`config.mk`:
```
export PLATFORM = sky130hd
export DESIGN_NAME = par_uart_bridge
export DESIGN_NICKNAME = d
export VERILOG_FILES = /design/src/rtl/bridge_pkg.sv /design/src/rtl/bridge_sync.sv /design/src/rtl/bridge_fifo.sv /design/src/rtl/bridge_cfg.sv /design/src/rtl/par_uart_bridge.sv
export SDC_FILE = /design/constraint.sdc
export NUM_CORES = 1
export LEC_CHECK = 0
export CORE_MARGIN = 2
export CORE_UTILIZATION = 52
export CTS_BUF_LIST = sky130_fd_sc_hd__clkbuf_4
export CTS_CLUSTER_DIAMETER = 50
export DETAILED_ROUTE_END_ITERATION = 12
export PLACE_DENSITY = 0.87
export RECOVER_POWER = 50
export SYNTH_ARGS = -nofsm -noshare
export SYNTH_HDL_FRONTEND = slang
export SYNTH_SLANG_ARGS = --single-unit
```
`constraint.sdc`:
```
create_clock -name clk -period 2.6 [get_ports clk]
set_clock_uncertainty 0.05 [all_clocks]
set_input_delay 0.26 -clock clk [delete_from_list [all_inputs] [get_ports clk]]
set_output_delay 0.26 -clock clk [all_outputs]
set_load 0.05 [all_outputs]
```
`src/rtl/bridge_pkg.sv`:
```
// Shared constants for the parallel-to-serial bridge: field widths,
// status bit positions and the speed-code to baud-rate mapping.
package bridge_pkg;
    localparam int PORT_W    = 4;
    localparam int SPEED_W   = 4;
    localparam int BAUD_W    = 17;
    localparam int SPEED_MAX = 8;
    localparam int SPEED_RST = 4;

    localparam int ST_DCD = 0;
    localparam int ST_DTR = 1;
    localparam int ST_DSR = 2;
    localparam int ST_RTS = 3;
    localparam int ST_CTS = 4;
    localparam int ST_RI  = 5;

    // Maps a valid speed code to its rate; invalid codes map to zero.
    function automatic logic [BAUD_W-1:0] speed_to_baud(input logic [SPEED_W-1:0] code);
        logic [BAUD_W-1:0] rate;
        case (code)
            4'd0:    rate = BAUD_W'(300);
            4'd1:    rate = BAUD_W'(1200);
            4'd2:    rate = BAUD_W'(2400);
            4'd3:    rate = BAUD_W'(4800);
            4'd4:    rate = BAUD_W'(9600);
            4'd5:    rate = BAUD_W'(19200);
            4'd6:    rate = BAUD_W'(38400);
            4'd7:    rate = BAUD_W'(57600);
            4'd8:    rate = BAUD_W'(115200);
            default: rate = '0;
        endcase
        return rate;
    endfunction
endpackage

```
`src/rtl/bridge_sync.sv`:
```
// Two-flop synchronizer for a bundle of asynchronous level inputs.
// Assumes each bit is independent and can be resolved one bit at a time.
// The reset value is chosen so that idle levels are seen during reset.
module bridge_sync #(
    parameter int          W       = 4,
    parameter logic [W-1:0] RST_VAL = '0
) (
    input  logic         clk,
    input  logic         rst_n,
    input  logic [W-1:0] async_in,
    output logic [W-1:0] sync_out
);
    logic [W-1:0] stage1;

    // Two register stages that resolve metastability.
    always_ff @(posedge clk) begin
        if (!rst_n) begin
            stage1   <= RST_VAL;
            sync_out <= RST_VAL;
        end else begin
            stage1   <= async_in;
            sync_out <= stage1;
        end
    end
endmodule

```
`src/rtl/bridge_fifo.sv`:
```
// Synchronous show-ahead FIFO. The head word is on rd_data whenever
// the FIFO is not empty. A push while full and a pop while empty are
// dropped here, so callers need not guard them.
module bridge_fifo #(
    parameter int WIDTH = 8,
    parameter int DEPTH = 8
) (
    input  logic             clk,
    input  logic             rst_n,
    input  logic             push,
    input  logic [WIDTH-1:0] wr_data,
    input  logic             pop,
    output logic [WIDTH-1:0] rd_data,
    output logic             empty,
    output logic             full
);
    localparam int AW = (DEPTH > 1) ? $clog2(DEPTH) : 1;
    localparam int CW = AW + 1;

    logic [WIDTH-1:0] mem [DEPTH];
    logic [AW-1:0]    wr_ptr, rd_ptr;
    logic [CW-1:0]    count;
    logic             do_push, do_pop;

    assign empty   = (count == '0);
    assign full    = (count == CW'(DEPTH));
    assign do_push = push && !full;
    assign do_pop  = pop && !empty;
    assign rd_data = mem[rd_ptr];

    // Advances a pointer and wraps it at DEPTH.
    function automatic logic [AW-1:0] bump(input logic [AW-1:0] p);
        return (p == AW'(DEPTH - 1)) ? '0 : p + AW'(1);
    endfunction

    // Storage write. It has no reset because the contents are guarded by count.
    always_ff @(posedge clk) begin
        if (do_push) mem[wr_ptr] <= wr_data;
    end

    // Pointer and occupancy bookkeeping.
    always_ff @(posedge clk) begin
        if (!rst_n) begin
            wr_ptr <= '0;
            rd_ptr <= '0;
            count  <= '0;
        end else begin
            if (do_push) wr_ptr <= bump(wr_ptr);
            if (do_pop)  rd_ptr <= bump(rd_ptr);
            case ({do_push, do_pop})
                2'b10:   count <= count + CW'(1);
                2'b01:   count <= count - CW'(1);
                default: count <= count;
            endcase
        end
    end

    // a push into a full FIFO without a pop changes nothing
    p_no_overflow_r7: assert property (@(posedge clk) disable iff (!rst_n)
        (full && push && !pop) |=> (full && $stable(count)));

    // a pop from an empty FIFO without a push leaves it empty
    p_no_underflow_r6: assert property (@(posedge clk) disable iff (!rst_n)
        (empty && pop && !push) |=> empty);
endmodule

```
`src/rtl/bridge_cfg.sv`:
```
// Port/speed configuration register, DTR routing and status byte mux.
// Assumes that wr is a single-cycle pulse from the strobe decoder and
// that the modem inputs are already synchronous or slow enough to sample.
module bridge_cfg
    import bridge_pkg::*;
#(
    parameter int NPORTS = 4
) (
    input  logic               clk,
    input  logic               rst_n,
    input  logic               wr,
    input  logic [7:0]         wdata,
    input  logic               dtr_in,
    input  logic [NPORTS-1:0]  mdm_dcd,
    input  logic [NPORTS-1:0]  mdm_dsr,
    input  logic [NPORTS-1:0]  mdm_rts,
    input  logic [NPORTS-1:0]  mdm_cts,
    input  logic [NPORTS-1:0]  mdm_ri,
    output logic [NPORTS-1:0]  port_dtr,
    output logic [PORT_W-1:0]  cfg_port,
    output logic [SPEED_W-1:0] cfg_speed,
    output logic [BAUD_W-1:0]  cfg_baud,
    output logic [7:0]         status
);
    logic [PORT_W-1:0]  new_port;
    logic [SPEED_W-1:0] new_speed;

    assign new_port  = wdata[PORT_W-1:0];
    assign new_speed = wdata[PORT_W +: SPEED_W];

    // Configuration register; an out-of-range speed code keeps the old one.
    always_ff @(posedge clk) begin
        if (!rst_n) begin
            cfg_port  <= '0;
            cfg_speed <= SPEED_W'(SPEED_RST);
            cfg_baud  <= speed_to_baud(SPEED_W'(SPEED_RST));
        end else if (wr) begin
            cfg_port <= new_port;
            if (new_speed <= SPEED_W'(SPEED_MAX)) begin
                cfg_speed <= new_speed;
                cfg_baud  <= speed_to_baud(new_speed);
            end
        end
    end

    // DTR is routed only to the selected port.
    for (genvar g = 0; g < NPORTS; g++) begin : g_dtr
        assign port_dtr[g] = dtr_in && (cfg_port == PORT_W'(g));
    end

    // Builds the status byte of the selected port; out of range reads zero.
    always_comb begin
        status = '0;
        for (int i = 0; i < NPORTS; i++) begin
            if (cfg_port == PORT_W'(i)) begin
                status[ST_DCD] = mdm_dcd[i];
                status[ST_DTR] = port_dtr[i];
                status[ST_DSR] = mdm_dsr[i];
                status[ST_RTS] = mdm_rts[i];
                status[ST_CTS] = mdm_cts[i];
                status[ST_RI]  = mdm_ri[i];
            end
        end
    end

    // the speed code never leaves the valid range
    p_speed_valid_r10: assert property (@(posedge clk) disable iff (!rst_n)
        cfg_speed <= SPEED_W'(SPEED_MAX));

    // DTR reaches at most one port
    p_dtr_onehot_r11: assert property (@(posedge clk) disable iff (!rst_n)
        $onehot0(port_dtr));
endmodule

```
`src/rtl/par_uart_bridge.sv`:
```
// Top of the parallel-host to serial-queue bridge. It synchronizes the
// host controls, detects the strobe falling edge, decodes the access kind
// and steers the transmit FIFO, receive FIFO, status byte and
// configuration register. Assumes that the host data is stable from
// before the strobe falls until it rises.
module par_uart_bridge
    import bridge_pkg::*;
#(
    parameter int FIFO_DEPTH = 8,
    parameter int NPORTS     = 4
) (
    input  logic               clk,
    input  logic               rst_n,
    input  logic               host_strobe_n,
    input  logic               host_dir,
    input  logic               host_sel,
    input  logic               host_dtr,
    input  logic [7:0]         host_data_in,
    output logic [7:0]         host_data_out,
    output logic               host_data_oe,
    output logic               host_cts,
    output logic               host_dwait,
    input  logic               tx_pop,
    output logic [7:0]         tx_data,
    output logic               tx_avail,
    input  logic               rx_push,
    input  logic [7:0]         rx_data,
    output logic               rx_full,
    input  logic [NPORTS-1:0]  mdm_dcd,
    input  logic [NPORTS-1:0]  mdm_dsr,
    input  logic [NPORTS-1:0]  mdm_rts,
    input  logic [NPORTS-1:0]  mdm_cts,
    input  logic [NPORTS-1:0]  mdm_ri,
    output logic [NPORTS-1:0]  port_dtr,
    output logic [PORT_W-1:0]  cfg_port,
    output logic [SPEED_W-1:0] cfg_speed,
    output logic [BAUD_W-1:0]  cfg_baud
);
    // Synchronized control bundle: {strobe_n, dir, sel, dtr}
    logic [3:0] ctl_s;
    logic       stb_s, dir_s, sel_s, dtr_s;
    logic       stb_q, stb_fall;
    logic       tx_push_evt, rx_pop_evt, cfg_wr_evt, stat_rd_evt;
    logic       tx_empty, tx_full, rx_empty;
    logic [7:0] rx_head, status, rd_q;
    logic       oe_q;

    bridge_sync #(.W(4), .RST_VAL(4'b1010)) u_sync (
        .clk      (clk),
        .rst_n    (rst_n),
        .async_in ({host_strobe_n, host_dir, host_sel, host_dtr}),
        .sync_out (ctl_s)
    );

    assign {stb_s, dir_s, sel_s, dtr_s} = ctl_s;

    // Previous synchronized strobe, for the falling-edge detect.
    always_ff @(posedge clk) begin
        if (!rst_n) stb_q <= 1'b1;
        else        stb_q <= stb_s;
    end

    assign stb_fall    = stb_q && !stb_s;
    assign tx_push_evt = stb_fall && !dir_s &&  sel_s;
    assign rx_pop_evt  = stb_fall &&  dir_s &&  sel_s;
    assign stat_rd_evt = stb_fall &&  dir_s && !sel_s;
    assign cfg_wr_evt  = stb_fall && !dir_s && !sel_s;

    bridge_fifo #(.WIDTH(8), .DEPTH(FIFO_DEPTH)) u_tx_fifo (
        .clk     (clk),
        .rst_n   (rst_n),
        .push    (tx_push_evt),
        .wr_data (host_data_in),
        .pop     (tx_pop),
        .rd_data (tx_data),
        .empty   (tx_empty),
        .full    (tx_full)
    );

    bridge_fifo #(.WIDTH(8), .DEPTH(FIFO_DEPTH)) u_rx_fifo (
        .clk     (clk),
        .rst_n   (rst_n),
        .push    (rx_push),
        .wr_data (rx_data),
        .pop     (rx_pop_evt),
        .rd_data (rx_head),
        .empty   (rx_empty),
        .full    (rx_full)
    );

    bridge_cfg #(.NPORTS(NPORTS)) u_cfg (
        .clk       (clk),
        .rst_n     (rst_n),
        .wr        (cfg_wr_evt),
        .wdata     (host_data_in),
        .dtr_in    (dtr_s),
        .mdm_dcd   (mdm_dcd),
        .mdm_dsr   (mdm_dsr),
        .mdm_rts   (mdm_rts),
        .mdm_cts   (mdm_cts),
        .mdm_ri    (mdm_ri),
        .port_dtr  (port_dtr),
        .cfg_port  (cfg_port),
        .cfg_speed (cfg_speed),
        .cfg_baud  (cfg_baud),
        .status    (status)
    );

    // Read register: captures the popped byte or the status snapshot.
    always_ff @(posedge clk) begin
        if (!rst_n)           rd_q <= '0;
        else if (rx_pop_evt)  rd_q <= rx_empty ? 8'h00 : rx_head;
        else if (stat_rd_evt) rd_q <= status;
    end

    // Bus enable, registered so that it becomes valid together with rd_q.
    always_ff @(posedge clk) begin
        if (!rst_n) oe_q <= 1'b0;
        else        oe_q <= dir_s && !stb_s;
    end

    assign host_data_out = rd_q;
    assign host_data_oe  = oe_q;
    assign host_cts      = !tx_full;
    assign host_dwait    = !rx_empty;
    assign tx_avail      = !tx_empty;

    // one strobe edge decodes to at most one access
    p_one_access_r1: assert property (@(posedge clk) disable iff (!rst_n)
        $onehot0({tx_push_evt, rx_pop_evt, stat_rd_evt, cfg_wr_evt}));

    // clear-to-send drops only after a host write
    p_cts_fall_r2: assert property (@(posedge clk) disable iff (!rst_n)
        $fell(host_cts) |-> $past(tx_push_evt));

    // data-waiting rises only after a serial-side delivery
    p_dwait_rise_r3: assert property (@(posedge clk) disable iff (!rst_n)
        $rose(host_dwait) |-> $past(rx_push));

    // data-waiting falls only after a host data read
    p_dwait_fall_r6: assert property (@(posedge clk) disable iff (!rst_n)
        $fell(host_dwait) |-> $past(rx_pop_evt));

    // the bus is driven only for a strobe-low read seen three cycles earlier
    p_oe_window_r4: assert property (@(posedge clk) disable iff (!rst_n)
        host_data_oe |-> (!$past(host_strobe_n, 3) && $past(host_dir, 3)));
endmodule

```
# [Yosys cells after proc, flatten, opt, wreduce, memory -nomap -nowiden]
# Memory sizes are Yosys's and may differ from the RTL's. A register that Yosys moved wholly into a read port is not among the register bits.
# Index checks and enable logic that the tools add are counted.
[classes] addsub=8 order_cmp=1 eq_ne=13 mux=21 reduce_logical=31
[op_table] operator="two-way mux 3 bit" n=8
[op_table] operator="two-way mux 6 bit" n=4
[op_table] operator="two-way mux 8 bit" n=3
[op_table] operator="logical AND 1 bit" n=16
[op_table] operator="case mux 4 bit (2 select lines)" n=2
[op_table] operator="adder 3 x 1 -> 3 bit (second input constant)" n=4
[op_table] operator="== test 3 bit (second input constant)" n=4
[op_table] operator="logical NOT 4 bit" n=3
[op_table] operator="adder 4 x 1 -> 4 bit (second input constant)" n=2
[op_table] operator="== test 4 x 2 -> 1 bit (second input constant)" n=2
[op_table] operator="== test 4 bit (second input constant)" n=2
[op_table] operator="logical NOT 1 bit" n=8
[op_table] operator="subtractor 4 x 1 -> 4 bit (second input constant)" n=2
[op_table] operator="nonzero test 2 bit" n=3
[op_table] operator="== test 2 x 1 -> 1 bit (second input constant)" n=2
[op_table] operator="== test 2 bit (second input constant)" n=2
[op_table] operator="== test 4 x 1 -> 1 bit (second input constant)" n=1
[op_table] operator="<= comparator 4 bit (second input constant)" n=1
[op_table] operator="two-way mux 1 bit" n=4
[op_table] operator="AND reduction 2 bit" n=1
[word_totals] reg_bits=63 mem_bits_rw=128 rom_bits=240 in_bits=44 output_inout_bits=50 word_cells=91 mem_count=3
[memory_table] name="(no name shown)" depth=16 word_bits=15 read_ports=1 rd_ports_with_merged_regs=1 write_ports=0 line_no="bridge_pkg.sv:20" source="case (code)"
[memory_table] name="u_rx_fifo.mem" depth=8 word_bits=8 read_ports=1 rd_ports_with_merged_regs=1 write_ports=1 line_no="bridge_fifo.sv:20" source="logic [WIDTH-1:0] mem [DEPTH];"
[memory_table] name="u_tx_fifo.mem" depth=8 word_bits=8 read_ports=1 rd_ports_with_merged_regs=1 write_ports=1 line_no="bridge_fifo.sv:20"

# [Depth between registers and ports, before layout]
[logic_depth] depth_word=8 mapped_depth=11 depth_no_buf=10

# [Cells and area by module]
# Synthesis repeated with hierarchy kept, for this count alone.
[hier_totals] hier_cells=548 area_unflattened_um2=8296.7
[by_module_without_submodules] module="bridge_fifo (u_tx_fifo)" instances=1 cells_each=173 area_per_inst_um2=3213.1 seq_area_each_um2=2182.1
[by_module_without_submodules] module="bridge_fifo (u_rx_fifo)" instances=1 cells_each=172 area_per_inst_um2=3128.0 seq_area_each_um2=2182.1
[by_module_without_submodules] module="bridge_cfg" instances=1 cells_each=131 area_per_inst_um2=1263.7 seq_area_each_um2=440.4
[by_module_without_submodules] module="par_uart_bridge" instances=1 cells_each=56 area_per_inst_um2=481.7 seq_area_each_um2=200.2
[by_module_without_submodules] module="bridge_sync" instances=1 cells_each=16 area_per_inst_um2=210.2 seq_area_each_um2=160.2

# [Worst setup path before layout]
# Ideal clock, no wire load.
[synth_path] path_type="register -> register" startpoint="register u_tx_fifo.count[1]" endpoint="register u_tx_fifo.count[2]" setup_ns=0.076 t_arrival_ns=2.763 required_ns=2.474 path_slack_ns=-0.289 path_stages_with_launch=12 n_path_buf=1 synth_period_minus_slack_ns=2.889 cell_sequence="dfxtp_1 -> clkbuf_2 -> or4_1 -> nand2_1 -> inv_1 -> ha_1 -> xor2_1 -> ha_1 -> a21oi_1 -> xor2_1 -> or3_1 -> a21boi_0"
[synth_via] elab_chain_cells=5 elab_cells_between_ends=12 cone_classes="2 x add/sub; 3 x eq/ne; 1 x mux; 6 x reduce/logical"
[synth_lines] item="from (decl)" line_no="bridge_fifo.sv:22" source="logic [CW-1:0] count;"
[synth_lines] item="from (signal assigned)" line_no="bridge_fifo.sv:51" source="2'b10: count <= count + CW'(1);"
[synth_lines] item="from (signal assigned)" line_no="bridge_fifo.sv:52" source="2'b01: count <= count - CW'(1);"
[synth_lines] item="from (signal assigned)" line_no="bridge_fifo.sv:53" source="default: count <= count;"
[synth_lines] item="logical NOT 4 bit (*)" line_no="bridge_fifo.sv:25" source="assign empty = (count == '0);"
[synth_lines] item="logical NOT 1 bit (*)"
[synth_lines] item="via tx_avail" line_no="par_uart_bridge.sv:25" source="output logic tx_avail,"
[synth_lines] item="logical AND 1 bit (*)" line_no="bridge_fifo.sv:28" source="assign do_pop = pop && !empty;"
[synth_lines] item="== test 2 x 1 -> 1 bit / == test 2 bit (equally long branches)" line_no="bridge_fifo.sv:50" source="case ({do_push, do_pop})"
[synth_lines] item="case mux 4 bit (2 select lines) / nonzero test 2 bit (equally long branches)"
# The timed path passes the listed nets; every way through them passes the cells marked *.
# A chain may end at the register's enable or synchronous reset.

==> impl_metrics.env <==
export IMPL_status="finished, final reports clean"
export IMPL_ant_nets=0
export IMPL_slew_headroom_pct=44.9
export IMPL_drt_drc_violations_left=0
export IMPL_yosys_top_cells_area="edfxtp_1, dfxtp_1, mux4_2"
export IMPL_dp_hpwl_um=11700
export IMPL_routed_wl_um=16900
export IMPL_grt_usage_pct=21.6
export IMPL_ctsHoldBuffers=0
export IMPL_worst_pin_slew_ps=825
export IMPL_yosys_warnings=0
export IMPL_initial_core_util_pct=52.7
export IMPL_clock_latency_ps=600
export IMPL_maxSlewViolCount=0
export IMPL_wl_per_cell_um=19.8
export IMPL_syn2layout_area_growth_pct=19.5
export IMPL_cts_root_buffer="clkbuf_4"
export IMPL_vias=4883
export IMPL_critPathCaptureType="output pin"
export IMPL_io_pins=94
export IMPL_die_x_um=128
export IMPL_grt_pass1_vias=4911
export IMPL_fp_dieH_um=128
export IMPL_path_cells="buf_12 -> mux4_2 -> mux2_2 -> buf_4"
export IMPL_design_area_sq_um=9510
export IMPL_finalCritPeriodShare_pct=96.3
export IMPL_die_area_sq_um=16300
export IMPL_antenna_found_initial=1
export IMPL_critPathSlowestCell="mux4_2"
export IMPL_avgViaCountPerCell=5.74
export IMPL_netlist_top_cells_count="edfxtp_1, dfxtp_1, nand2_1"
export IMPL_crit_fanout=16
export IMPL_drt_first_iter_violations=389
export IMPL_syn_avg_cell_area_sq_um=14.8
export IMPL_grt_max_degree=35
export IMPL_p_leak_uw=0.00328
export IMPL_synth_seq_cells=194
export IMPL_critPathRequiredTime_ps=2290
export IMPL_synthArstFlopShare_pct=0
export IMPL_setup_viol=0
export IMPL_grt_overflow_total=0
export IMPL_critical_path_top_delay_family="multiplexers"
export IMPL_critPathMaxStageDelay_ps=510
export IMPL_numCtsBuffers=17
export IMPL_cts_tree="done"
export IMPL_synth_edf_count=128
export IMPL_synth_most_common_cell="edfxtp_1"
export IMPL_whs_ps=153
export IMPL_drv_cap=0
export IMPL_nets=711
export IMPL_synth_seq_area_share_pct=64.9
export IMPL_power_density_nw_per_um2=627
export IMPL_synth_area_sq_um=7950
export IMPL_placed_area_sq_um=9190
export IMPL_synth_top_area_share_pct=48.3
export IMPL_grt_pass1_wl_um=26300
export IMPL_clk_pin_slew_ps=160
export IMPL_cp_start_kind="flip-flop"
export IMPL_core_area_sq_um=15100
export IMPL_max_freq_ghz=0.399
export IMPL_synth_cell_type_count=51
export IMPL_path_class="reg2out"
export IMPL_clock_path_buffers=2
export IMPL_worstPathArrival_ps=2190
export IMPL_ir_worst_vdd_v=0.000611
export IMPL_gp_congestion=0.836
export IMPL_crit_buf_inv=2
export IMPL_first_pass_iters=4
export IMPL_final_layout_size_suffix_gt1_share_pct=18.9
export IMPL_synth_top_area_cell="edfxtp_1"
export IMPL_hold_path_class="in2reg"
export IMPL_clock_sinks=194
export IMPL_rows=45
export IMPL_finalHoldViolations=0
export IMPL_syn_inst=536
export IMPL_h_tree_depth=4
export IMPL_rsz0062_at_grt="true"
export IMPL_post_route_min_period_ps=2500
export IMPL_io_buffer_count=91
export IMPL_ys_flop_type="edfxtp_1"
## worst reg2reg max path, stage by stage (launching register included)
cell and delay [ps]:
dfxtp_4 390, or4_4 530, and3_4 240, ha_4 190
xor2_1 140, ha_1 220, a21oi_2 130, xor2_1 90
or3_1 310, a21boi_1 150
## power breakdown
group          total, uW  leakage, uW  switching, uW  internal [uW]
sequential          3400      0.00169           53.4           3350
clock               1680     0.000168            979            706
combinational        872      0.00142            474            398
## layer usage
| layer | GRT usage [%] | wire, um | up-vias |
|---|---|---|---|
| li1 | - | - | 2266 |
| met1 | 27.5 | 7050 | 2426 |
| met2 | 36.6 | 8560 | 161 |
| met3 | 5.18 | 855 | 30 |
| met4 | 7.37 | 388 | 0 |
| met5 | 0 | 0 | - |
## layout by cell type (no fill, tap or decap), types with 2 or more instances in the layout
master	synthesis	routed
mux4_2	32	32
clkbuf_4	0	21
or4_4	1	2
nand3b_1	4	4
inv_4	0	2
buf_4	3	37
conb_1	1	2
bufinv_16	0	3
nor4_1	5	4
ha_1	19	17
o22ai_1	13	13
or3_1	5	5
a21boi_1	0	2
dlygate4sd2_1	0	4
a22oi_1	3	3
clkinv_1	0	2
nor2_1	26	26
dlymetal6s2s_1	0	2
mux2_2	8	8
a21boi_0	14	12
a32o_1	2	2
nand2_1	35	35
nand2b_1	15	15
mux2i_1	27	27
nor4b_1	3	3
o21ai_0	12	12
inv_1	6	6
dlygate4sd3_1	0	13
and2_1	10	10
xnor2_1	2	2
nand3_1	7	7
a21oi_1	9	8
dfxtp_1	66	64
o211ai_1	2	2
edfxtp_1	128	128
nor2b_1	15	15
nor3_1	11	10
nor3b_1	6	6
clkdlybuf4s50_1	0	62
xor2_1	4	4
## registers in the layout (all words and copies together) (netlist names), named ones only
register and flops:
u_rx_fifo.mem 64, u_tx_fifo.mem 64, u_cfg.cfg_baud 14, host_data_out 8
u_cfg.cfg_port 4, u_cfg.cfg_speed 4, u_rx_fifo.count 4, u_sync.stage1 4
u_sync.sync_out 4, u_tx_fifo.count 4, u_rx_fifo.rd_ptr 3, u_rx_fifo.wr_ptr 3
u_tx_fifo.rd_ptr 3, u_tx_fifo.wr_ptr 3, host_data_oe 1, stb_q 1
## path summary, 6_finish.rpt
check                                           to               start  slack (ps)  cells after the start
worst max-delay path                    tx_data[7]           flip-flop         100                      4
worst min-delay path              u_sync.stage1[1]            host_sel         150                      2
worst max register to register  u_rx_fifo.count[2]  u_rx_fifo.count[0]         100                      9
worst min register to register  u_sync.sync_out[1]    u_sync.stage1[1]         380                      1
## through the flow
stage / std cells / utilization (%) / total power (uW) / setup WS, ps / TNS, ps
after floorplan: 537 / - / 4050 / -61.4 / -61.4
after global placement: 817 / 60.9 / 4310 / 152 / 0
after detailed placement: 817 / 60.9 / 4340 / 7.68 / 0
after CTS: 849 / 62.9 / 5990 / 0.216 / 0
after global routing: 850 / 63.0 / 6190 / -5.54 / -5.54
final: 850 / 63.0 / 5960 / 95.9 / 0
## logic make-up after synthesis
group / after synthesis / synth area share, %
DFF: 194 / 64.9
and+or+nand+nor: 154 / 10.6
muxes: 67 / 13.6
AOI/OAI and AO/OA: 61 / 5.13
buffers and inverters: 34 / 2.06
adders and majority gates: 19 / 2.99
xor gates and xnor gates: 6 / 0.661
other: 1 / 0.0472
## final cells by class
class,instances,area [sq um]
Sequential cell,194,5170
Inverter,6,22.5
Antenna cell,1,2.50
Clock buffer,21,158
Timing Repair Buffer,120,1110
Fill cell,1103,5580
Tap cell,188,235
Multi-Input combinational cell,309,2670
Clock inverter,11,136
## what timing repair did
action / 4_1_cts / 5_1_grt
resized for setup: 6 / 9
setup endpoints to repair: 13 / 12
buffers inserted: 0 / 0
Power figures use the tool's default switching activity.
